===== src/rtl/cal_alarm_pkg.sv =====
package cal_alarm_pkg;

  localparam int SSEC_W  = 15;
  localparam int NCODE_W = 4;
  localparam int TIME_W  = 32;
  localparam int SSCFG_W = SSEC_W + NCODE_W;

  // time word, MSB first
  typedef struct packed {
    logic       day_msk;
    logic       day_is_wday;
    logic [5:0] day;
    logic       hr_msk;
    logic       pm;
    logic [5:0] hour;
    logic       min_msk;
    logic [6:0] minute;
    logic       sec_msk;
    logic [6:0] second;
  } alm_time_t;

  typedef struct packed {
    logic [NCODE_W-1:0] ncode;
    logic [SSEC_W-1:0]  val;
  } alm_ssec_t;

  // bits of the sub-second counter that take part in the compare
  function automatic logic [SSEC_W-1:0] ssec_keep(input logic [NCODE_W-1:0] n);
    logic [SSEC_W:0] m;
    m = ({{SSEC_W{1'b0}}, 1'b1} << n) - {{SSEC_W{1'b0}}, 1'b1};
    return m[SSEC_W-1:0];
  endfunction

  function automatic logic ssec_equal(input logic [SSEC_W-1:0] a,
                                      input logic [SSEC_W-1:0] b,
                                      input logic [NCODE_W-1:0] n);
    return ((a ^ b) & ssec_keep(n)) == '0;
  endfunction

  function automatic logic day_equal(input alm_time_t t,
                                     input logic [5:0] date,
                                     input logic [2:0] wday);
    if (t.day_is_wday) return t.day[2:0] == wday;
    return t.day == date;
  endfunction

  function automatic logic hour_equal(input alm_time_t t,
                                      input logic [5:0] hour,
                                      input logic pm,
                                      input logic h12);
    return (t.hour == hour) && (!h12 || (t.pm == pm));
  endfunction

endpackage


===== src/rtl/alarm_cfg_regs.sv =====
module alarm_cfg_regs
  import cal_alarm_pkg::*;
#(
  parameter int WR_OK_DLY = 2
) (
  input  logic                clk,
  input  logic                rst_n,
  input  logic                en,
  input  logic                time_wr,
  input  logic                ssec_wr,
  input  logic [TIME_W-1:0]   time_din,
  input  logic [SSCFG_W-1:0]  ssec_din,
  output alm_time_t           time_q,
  output alm_ssec_t           ssec_q,
  output logic                wr_ok
);

  localparam int CW = $clog2(WR_OK_DLY + 1) < 1 ? 1 : $clog2(WR_OK_DLY + 1);
  localparam logic [CW-1:0] SETTLED = CW'(WR_OK_DLY);

  logic [CW-1:0] settle;

  always_ff @(posedge clk or negedge rst_n) begin
    if (!rst_n)                 settle <= SETTLED;
    else if (en)                settle <= '0;
    else if (settle != SETTLED) settle <= settle + 1'b1;
  end

  assign wr_ok = !en && (settle == SETTLED);

  always_ff @(posedge clk or negedge rst_n) begin
    if (!rst_n) begin
      time_q <= '0;
      ssec_q <= '0;
    end else if (wr_ok) begin
      if (time_wr) time_q <= alm_time_t'(time_din);
      if (ssec_wr) ssec_q <= alm_ssec_t'(ssec_din);
    end
  end

endmodule


===== src/rtl/alarm_match.sv =====
module alarm_match
  import cal_alarm_pkg::*;
(
  input  alm_time_t           cfg_t,
  input  alm_ssec_t           cfg_s,
  input  logic                hour12,
  input  logic [5:0]          cal_date,
  input  logic [2:0]          cal_wday,
  input  logic [5:0]          cal_hour,
  input  logic                cal_pm,
  input  logic [6:0]          cal_min,
  input  logic [6:0]          cal_sec,
  input  logic [SSEC_W-1:0]   cal_ssec,
  output logic [4:0]          field_hit,
  output logic                match
);

  always_comb begin
    field_hit[0] = cfg_t.sec_msk || (cfg_t.second == cal_sec);
    field_hit[1] = cfg_t.min_msk || (cfg_t.minute == cal_min);
    field_hit[2] = cfg_t.hr_msk  || hour_equal(cfg_t, cal_hour, cal_pm, hour12);
    field_hit[3] = cfg_t.day_msk || day_equal(cfg_t, cal_date, cal_wday);
    field_hit[4] = ssec_equal(cfg_s.val, cal_ssec, cfg_s.ncode);
  end

  assign match = &field_hit;

endmodule


===== src/rtl/alarm_event.sv =====
module alarm_event (
  input  logic       clk,
  input  logic       rst_n,
  input  logic       tick,
  input  logic       en,
  input  logic       match,
  input  logic [6:0] sec_now,
  input  logic       clr,
  input  logic       irq_en,
  output logic       hit,
  output logic       flag,
  output logic       irq
);

  logic       prev_match;
  logic [6:0] prev_sec;
  logic       fresh;

  assign fresh = match && (!prev_match || (sec_now != prev_sec));
  assign hit   = tick && en && fresh;

  always_ff @(posedge clk or negedge rst_n) begin
    if (!rst_n) begin
      prev_match <= 1'b0;
      prev_sec   <= '0;
    end else if (tick) begin
      prev_match <= match;
      prev_sec   <= sec_now;
    end
  end

  always_ff @(posedge clk or negedge rst_n) begin
    if (!rst_n)   flag <= 1'b0;
    else if (hit) flag <= 1'b1;
    else if (clr) flag <= 1'b0;
  end

  assign irq = flag && irq_en;

endmodule


===== src/rtl/cal_alarm_pair.sv =====
module cal_alarm_pair
  import cal_alarm_pkg::*;
#(
  parameter int NUM_ALARMS = 2,
  parameter int WR_OK_DLY  = 2
) (
  input  logic                   clk,
  input  logic                   rst_n,
  input  logic                   hour12,
  input  logic                   cal_tick,
  input  logic [5:0]             cal_date,
  input  logic [2:0]             cal_wday,
  input  logic [5:0]             cal_hour,
  input  logic                   cal_pm,
  input  logic [6:0]             cal_min,
  input  logic [6:0]             cal_sec,
  input  logic [14:0]            cal_ssec,
  input  logic [NUM_ALARMS-1:0]  alm_en,
  input  logic [NUM_ALARMS-1:0]  irq_en,
  input  logic [NUM_ALARMS-1:0]  flag_clr,
  input  logic [NUM_ALARMS-1:0]  time_wr,
  input  logic [NUM_ALARMS-1:0]  ssec_wr,
  input  logic [31:0]            time_wdata,
  input  logic [18:0]            ssec_wdata,
  output logic [NUM_ALARMS-1:0]  alm_flag,
  output logic [NUM_ALARMS-1:0]  alm_irq,
  output logic [NUM_ALARMS-1:0]  wr_ok
);

  logic [NUM_ALARMS-1:0] alm_hit;   // per-unit set event, visible to checker
  logic [NUM_ALARMS-1:0] alm_match; // per-unit compare result

  for (genvar g = 0; g < NUM_ALARMS; g++) begin : g_alm
    alm_time_t  t_q;
    alm_ssec_t  s_q;
    logic [4:0] f_hit;

    alarm_cfg_regs #(.WR_OK_DLY(WR_OK_DLY)) u_cfg (
      .clk      (clk),
      .rst_n    (rst_n),
      .en       (alm_en[g]),
      .time_wr  (time_wr[g]),
      .ssec_wr  (ssec_wr[g]),
      .time_din (time_wdata),
      .ssec_din (ssec_wdata),
      .time_q   (t_q),
      .ssec_q   (s_q),
      .wr_ok    (wr_ok[g])
    );

    alarm_match u_match (
      .cfg_t     (t_q),
      .cfg_s     (s_q),
      .hour12    (hour12),
      .cal_date  (cal_date),
      .cal_wday  (cal_wday),
      .cal_hour  (cal_hour),
      .cal_pm    (cal_pm),
      .cal_min   (cal_min),
      .cal_sec   (cal_sec),
      .cal_ssec  (cal_ssec),
      .field_hit (f_hit),
      .match     (alm_match[g])
    );

    alarm_event u_evt (
      .clk     (clk),
      .rst_n   (rst_n),
      .tick    (cal_tick),
      .en      (alm_en[g]),
      .match   (alm_match[g]),
      .sec_now (cal_sec),
      .clr     (flag_clr[g]),
      .irq_en  (irq_en[g]),
      .hit     (alm_hit[g]),
      .flag    (alm_flag[g]),
      .irq     (alm_irq[g])
    );
  end

endmodule


===== config.mk =====
export PLATFORM = sky130hd
export DESIGN_NAME = cal_alarm_pair
export DESIGN_NICKNAME = d
export VERILOG_FILES = /design/src/rtl/cal_alarm_pkg.sv /design/src/rtl/alarm_cfg_regs.sv /design/src/rtl/alarm_match.sv /design/src/rtl/alarm_event.sv /design/src/rtl/cal_alarm_pair.sv
export SDC_FILE = /design/constraint.sdc
export NUM_CORES = 1
export LEC_CHECK = 0
export CORE_ASPECT_RATIO = 0.9
export CORE_MARGIN = 2
export CORE_UTILIZATION = 40
export CTS_CLUSTER_DIAMETER = 150
export DETAILED_ROUTE_END_ITERATION = 12
export PLACE_DENSITY = 0.74
export SETUP_SLACK_MARGIN = 0.5
export SLEW_MARGIN = 20
export SYNTH_ARGS = -nofsm -noshare
export SYNTH_HDL_FRONTEND = slang
export SYNTH_SLANG_ARGS = --single-unit

===== constraint.sdc =====
create_clock -name clk -period 2.2 [get_ports clk]
set_clock_uncertainty 0.05 [all_clocks]
set_input_delay 0.55 -clock clk [delete_from_list [all_inputs] [get_ports clk]]
set_output_delay 0.55 -clock clk [all_outputs]
set_load 0.01 [all_outputs]

==> results of run 1 <==
critical path, cell delays in order, from the launching register on:
cell and delay, ns:
dfrtp_1 0.39, or4_4 0.57, ha_4 0.20, and2_4 0.15
o211ai_1 0.21, a21oi_2 0.09, a2111oi_2 0.21, nand4_1 0.17
o22ai_2 0.15
cells in the mapped netlist, drive strengths merged (3+ instances only):
| cell | n | area, µm² |
|---|---|---|
| and2 | 4 | 25.0 |
| clkbuf | 10 | 37.5 |
| o21ai | 12 | 60.1 |
| xnor2 | 40 | 350 |
| xor2 | 61 | 534 |
| ha | 4 | 50.1 |
| nand2 | 16 | 60.1 |
| o211ai | 6 | 45.0 |
| a211oi | 3 | 22.5 |
| a41oi | 6 | 52.6 |
| a21oi | 16 | 80.1 |
| nand4 | 4 | 25.0 |
| buf | 15 | 90.1 |
| inv | 6 | 22.5 |
| dfrtp | 115 | 2880 |
| nor4 | 12 | 81.3 |
| o22ai | 4 | 31.3 |
| mux2 | 109 | 1230 |
| nor3 | 4 | 20.0 |
| nor2 | 15 | 56.3 |
area by class of cell:
cell class | count | share of cell area [%]
clock inverter | 10 | 1.37
timing repair buffer | 190 | 21.6
tap | 198 | 2.65
inverter | 6 | 0.241
clock buffer | 22 | 5.07
sequential | 117 | 31.4
multi-input combinational | 335 | 37.6
routing by layer:
metal	GRT usage, %	up-vias	share of wire (%)
met5	0	-	0
met4	8.47	0	3.1
met3	5.58	46	6.4
met2	37.7	187	48
met1	29.5	2317	42
li1	-	2081	-
report_power, final:
part,internal [mW],switching (mW),total (mW)
clock,1.86,0.969,2.82
combinational,3.01,2.10,5.11
sequential,3.15,0.856,4.01
total,8.02,3.93,11.9
how the worst min path moves through the flow:
stage | slack (ns) | end | start | cells after the start
2_1_floorplan | 0.20 | g_alm[0].u_cfg.settle[0]$_DFFE_PN0N_ | rst_n | 0
3_3_place_gp | 0.43 | g_alm[1].u_evt.prev_match$_DFFE_PN0P_ | g_alm[1].u_evt.prev_match$_DFFE_PN0P_ | 2
3_5_place_dp | 0.45 | g_alm[1].u_cfg.time_q[23]$_DFFE_PN0P_ | g_alm[1].u_cfg.time_q[23]$_DFFE_PN0P_ | 1
4_1_cts | 0.07 | g_alm[1].u_cfg.time_q[27]$_DFFE_PN0P_ | rst_n | 1
5_1_grt | 0.08 | g_alm[1].u_cfg.time_q[27]$_DFFE_PN0P_ | rst_n | 1
6_report | 0.05 | g_alm[1].u_cfg.time_q[27]$_DFFE_PN0P_ | rst_n | 1
through the flow:
stage,setup TNS [ns],cells,utilization (%),instance area [µm²]
2_1_floorplan,-0.0390,483,-,6050
3_3_place_gp,-6.39,819,52.6,7710
3_5_place_dp,-6.06,819,52.6,7710
4_1_cts,-0.0311,869,62.0,9090
5_1_grt,-0.526,878,63.8,9350
6_report,-0.102,878,63.8,9350
repair_timing:
action | 4_1_cts | 5_1_grt
setup buffers | 9 | 6
gates resized for setup | 157 | 39
gates cloned | 9 | 3
pin swaps | 14 | 4
endpoints found under the hold margin | 0 | 0
endpoints found under the setup margin | 112 | 104
registers in the layout, summed over array words and instances, names as in the netlist:
register                cells
g_alm.u_cfg.settle          4
g_alm.u_evt.prev_match      2
g_alm.u_cfg.time_q         64
g_alm.u_evt.prev_sec        7
g_alm.u_cfg.ssec_q         38
g_alm.u_evt.flag            2
kinds of logic after synthesis:
| logic type | synth area share [%] |
|---|---|
| XOR/XNOR | 14.8 |
| AND/OR/NAND/NOR | 5.60 |
| buffers and inverters | 2.52 |
| adder cells (fa/ha/maj) | 0.839 |
| AO/OA/AOI/OAI | 6.54 |
| multiplexers | 20.6 |
| flip-flops | 49.1 |
cells in the final DEF (no fill, tap or decap), types with 3 or more instances in the layout:
cell type,n
dfrtp_1,111
mux2_4,102
clkdlybuf4s50_1,93
xor2_1,61
buf_4,51
xnor2_1,40
clkbuf_16,19
dlygate4sd2_1,15
nor2_1,13
a21oi_1,13
nand2_1,11
o21ai_0,10
buf_12,10
buf_16,9
mux2_2,7
o211ai_1,6
nor4_2,6
clkinv_2,6
nor4_1,5
nand2_8,4
inv_1,4
nand4_1,4
a41oi_1,4
ha_4,4
dfrtp_2,4
buf_2,4
a21oi_2,3
o22ai_1,3
clkbuf_8,3
bufinv_16,3
buf_6,3
==> results.toml, run 1 <==
[global_routing]
antenna_found_initial = 0
grt_max_degree = 50
grt_overflow_total = 0
grt_pass1_vias = 5073
grt_pass1_wl_um = 27800
grt_usage_pct = 22.9

[layout]
syn2layout_area_growth_pct = 56.7
fillerInstances = 1044
multi_input_area_um2 = 3520
drive_gt1_share_pct = 39.0
diodes = 0
nets = 781
seq_area_um2 = 2940

[cts]
cts_made_buffers = 17
clk_pin_slew_ns = 0.05
clockBufferDepth = 2
cts_hold_buffers = 0
insertion_delay_ns = 0.42
root_buffer = "clkbuf_16"
cts_tree = "done"
h-tree-depth = 4
clock_sinks = 117

[floorplanning]
die_w_um = 133
boundaryPins = 116
die-area_um2 = 15900
std_cell_rows = 42
initial_utilization_pct = 40.7
die_y_um = 120
core_um2 = 14700

[critical_path]
reg2regPathDepth = 8
endpoint_kind = "flip-flop"
reg2reg_slack_ns = -0.07
worstSetupStartpoint = "g_alm[1].u_cfg.ssec_q[15]$_DFFE_PN0P_"
worst-setup-path-type = "reg -> reg"
path_max_fanout = 6
cp.arrival_ns = 2.56
required_ns = 2.49
r2r_start = "g_alm[1].u_cfg.ssec_q[15]$_DFFE_PN0P_"
critPathCapture = "g_alm[1].u_evt.flag$_DFFE_PN0P_"
cp-start-kind = "flip-flop"
regToRegEndpoint = "g_alm[1].u_evt.flag$_DFFE_PN0P_"

[timing]
finalHoldViolations = 0
post-route-period-util_pct = 103
setup_viol = 2
finalHoldWorstSlack_ns = 0.0508
slew_headroom_pct = 65.7
fmax_mhz = 441
worst_slack_ns = -0.0691
min_period_ns = 2.27
report.final.slew_viol_count = 0
rsz0062_at_grt = "yes"
tightest_slew_ns = 0.515

[pwr]
irDropWorstVdd_mv = 0.644
power_density_nw_per_um2 = 1280
p_leak_nw = 4.34
total_power_mw = 11.9

[routing]
vias = 4631
routed_wl_um = 18100
avgViaCountPerCell = 5.27
drtAntennaViolNets = 0
drt_iter0_drc = 303
drc_errors = 0
dr.pass1.iters = 4
wl_per_cell_um = 20.6

[synth]
async_reset_ff_share_pct = 100
synth_edf_count = 0
synth_ff_type = "dfrtp_1"
yosys_warnings = 0
synth_seq_cells = 117
syn-num-nets = 597
syn_avg_cell_area_um2 = 12.4
synth_area_um2 = 5970
syn_inst = 483
synth.yosys.seq_area_share_pct = 49.1
yosysUniqueCellTypes = 40

[place]
dp_hpwl_um = 10600
dp_slack_ns = -0.500
port_buffers = 115
place.gp.congestion = 0.807

[worst_hold_path]
min_path_type = "in -> async"

[flow_run]
cap_violations = 0

[outcome]
outcome = "finished, violations left"
violations = "negative setup slack"
Power figures use the tool's default switching activity.
==> run 2, diff against run 1 <==
- SKIP_LAST_GASP: not set -> 1
==> run 2 against run 1 <==
  * Design area shrank 3.7%
  * Non-clock buffer count grew 1
  * The run still ends with negative setup slack left
  * Largest cell class unchanged
  * Count of clock-buffer cells in the layout unchanged
==> results.toml, run 2 (same netlist as run 1, synthesis figures left out) <==
[layout]
syn2layout_area_growth_pct = 50.9
instances_no_fill = 879
top_regs = "g_alm.u_cfg.time_q x64, g_alm.u_cfg.ssec_q x38, g_alm.u_evt.prev_sec x7"
largest_reg_flops = 64
diodes = 0
final_common_cell = "dfrtp_1"
nets = 782
regMostFlops = "g_alm.u_cfg.time_q"
drive_gt1_share_pct = 38.9
layout_common_cells = "dfrtp_1 (111), mux2_2 (103), clkdlybuf4s50_1 (93), xor2_1 (61), buf_4 (51)"

[worst_hold_path]
min_path_type = "in -> async"

[cts]
cts_hold_buffers = 0
h-tree-depth = 4
cts_made_buffers = 17
cts_tree = "done"
insertion_delay_ns = 0.41
clockBufferDepth = 2
clock_sinks = 117
root_buffer = "clkbuf_16"
clk_pin_slew_ns = 0.05

[timing]
setup_viol = 2
worst_slack_ns = -0.0818
fmax_mhz = 438
post-route-period-util_pct = 104
slew_headroom_pct = 65.3
tightest_slew_ns = 0.520
rsz0062_at_grt = "yes"
finalHoldViolations = 0
min_period_ns = 2.28
report.final.slew_viol_count = 0
finalHoldWorstSlack_ns = 0.0602

[critical_path]
regToRegEndpoint = "g_alm[1].u_evt.flag$_DFFE_PN0P_"
r2r_start = "g_alm[1].u_cfg.ssec_q[15]$_DFFE_PN0P_"
reg2regPathDepth = 9
path_max_fanout = 6
cp-start-kind = "flip-flop"
worst-setup-path-type = "reg -> reg"
required_ns = 2.44
cp.arrival_ns = 2.52
endpoint_kind = "flip-flop"
reg2reg_slack_ns = -0.08

[global_routing]
grt_pass1_wl_um = 26300
grt_pass1_vias = 4961
grt_overflow_total = 0
grt_max_degree = 50
grt_usage_pct = 21.8
antenna_found_initial = 0

[routing]
drt_iter0_drc = 341
drtAntennaViolNets = 0
dr.pass1.iters = 4
routed_wl_um = 16900
avgViaCountPerCell = 5.19
vias = 4562
wl_per_cell_um = 19.3
drc_errors = 0

[floorplanning]
initial_utilization_pct = 40.7
core_um2 = 14700
die_y_um = 120
std_cell_rows = 42
boundaryPins = 116
die_w_um = 133
die-area_um2 = 15900

[place]
port_buffers = 115
dp_hpwl_um = 10600
place.gp.congestion = 0.807
placedCellCount = 819

[pwr]
pwr-share-clk_pct = 25.0
p_leak_nw = 3.88
combPwrFrac_pct = 39.8
total_power_mw = 11.2
swShare_pct = 32.9
p_int_mw = 7.50
p_switching_mw = 3.68
power_density_nw_per_um2 = 1240
irDropWorstVdd_mv = 0.639
seqPwrFrac_pct = 35.2

[flow_run]
cap_violations = 0

[outcome]
violations = "negative setup slack"
outcome = "finished, violations left"
## run 2: cell types whose count changed in the layout (fill, tap and decap cells not counted)
cell | before | now
mux2_2 | 7 | 103
mux2_4 | 102 | 6
nor2_1 | 13 | 14
nor2_2 | 2 | 1
buf_12 | 10 | 11
## run 2: timing repair
item | 4_1_cts | 5_1_grt
pin swaps | 14 | 4
gates resized for setup | 85 | 14
gates cloned | 9 | 3
buffers inserted | 9 | 7
setup endpoints to repair | 112 | 102
## run 2: metal layers
layer  vias up  global-route usage (%)  wire length (µm)
met5         -                       0                 0
met4         0                    8.87               361
met3        33                    5.83               846
met2       154                    36.0              8340
met1      2284                    27.3              7370
li1       2091                       -                 -
## run 2: critical path, stage by stage, from the launching register on
cell and delay [ns]:
dfrtp_1 0.39, or4_4 0.56, ha_4 0.20, buf_4 0.14, nor2_1 0.16, o2111ai_2 0.14
a21oi_2 0.22, nor4_4 0.06, nand4_1 0.14, o22ai_2 0.09
## run 2: final cells by class
class                           count  area (µm²)
Clock inverter                     10         128
Inverter                            6        22.5
Clock buffer                       22         474
Tap cell                          198         248
Timing Repair Buffer              191        2040
Multi-Input combinational cell    335        3160
Fill cell                        1101        5660
Sequential cell                   117        2940
## run 2: how the worst max path moves through the flow
stage,startpoint,endpoint,slack (ns),depth (start not counted)
2_1_floorplan,g_alm[1].u_cfg.ssec_q[18]$_DFFE_PN0P_,g_alm[1].u_evt.flag$_DFFE_PN0P_,-0.04,9
3_5_place_dp,cal_sec[2],g_alm[0].u_evt.flag$_DFFE_PN0P_,-0.50,8
6_report,g_alm[1].u_cfg.ssec_q[15]$_DFFE_PN0P_,g_alm[1].u_evt.flag$_DFFE_PN0P_,-0.08,9
4_1_cts,g_alm[1].u_cfg.ssec_q[15]$_DFFE_PN0P_,g_alm[1].u_evt.flag$_DFFE_PN0P_,-0.03,8
5_1_grt,g_alm[1].u_cfg.ssec_q[15]$_DFFE_PN0P_,g_alm[1].u_evt.flag$_DFFE_PN0P_,-0.12,8
3_3_place_gp,cal_date[5],g_alm[0].u_evt.flag$_DFFE_PN0P_,-0.39,8
## run 2: power by group through the flow
stage                     Sequential (mW)  Combinational, mW  Clock [mW]
after global placement               3.84               3.50           0
after global routing                 4.05               4.80        2.95
after CTS                            3.91               4.20        2.84
after detailed placement             3.91               3.63           0
final                                3.93               4.45        2.80
after floorplan                      3.69               2.67           0
## run 2: stage by stage
step	setup TNS (ns)	setup slack [ns]	cell area, µm²	util, %
final	-0.143	-0.0818	9000	61.4
after floorplan	-0.0390	-0.0352	6050	-
after CTS	-0.0311	-0.0311	8840	60.3
after detailed placement	-6.06	-0.500	7710	52.6
after global placement	-6.39	-0.390	7710	52.6
after global routing	-0.241	-0.124	9000	61.4
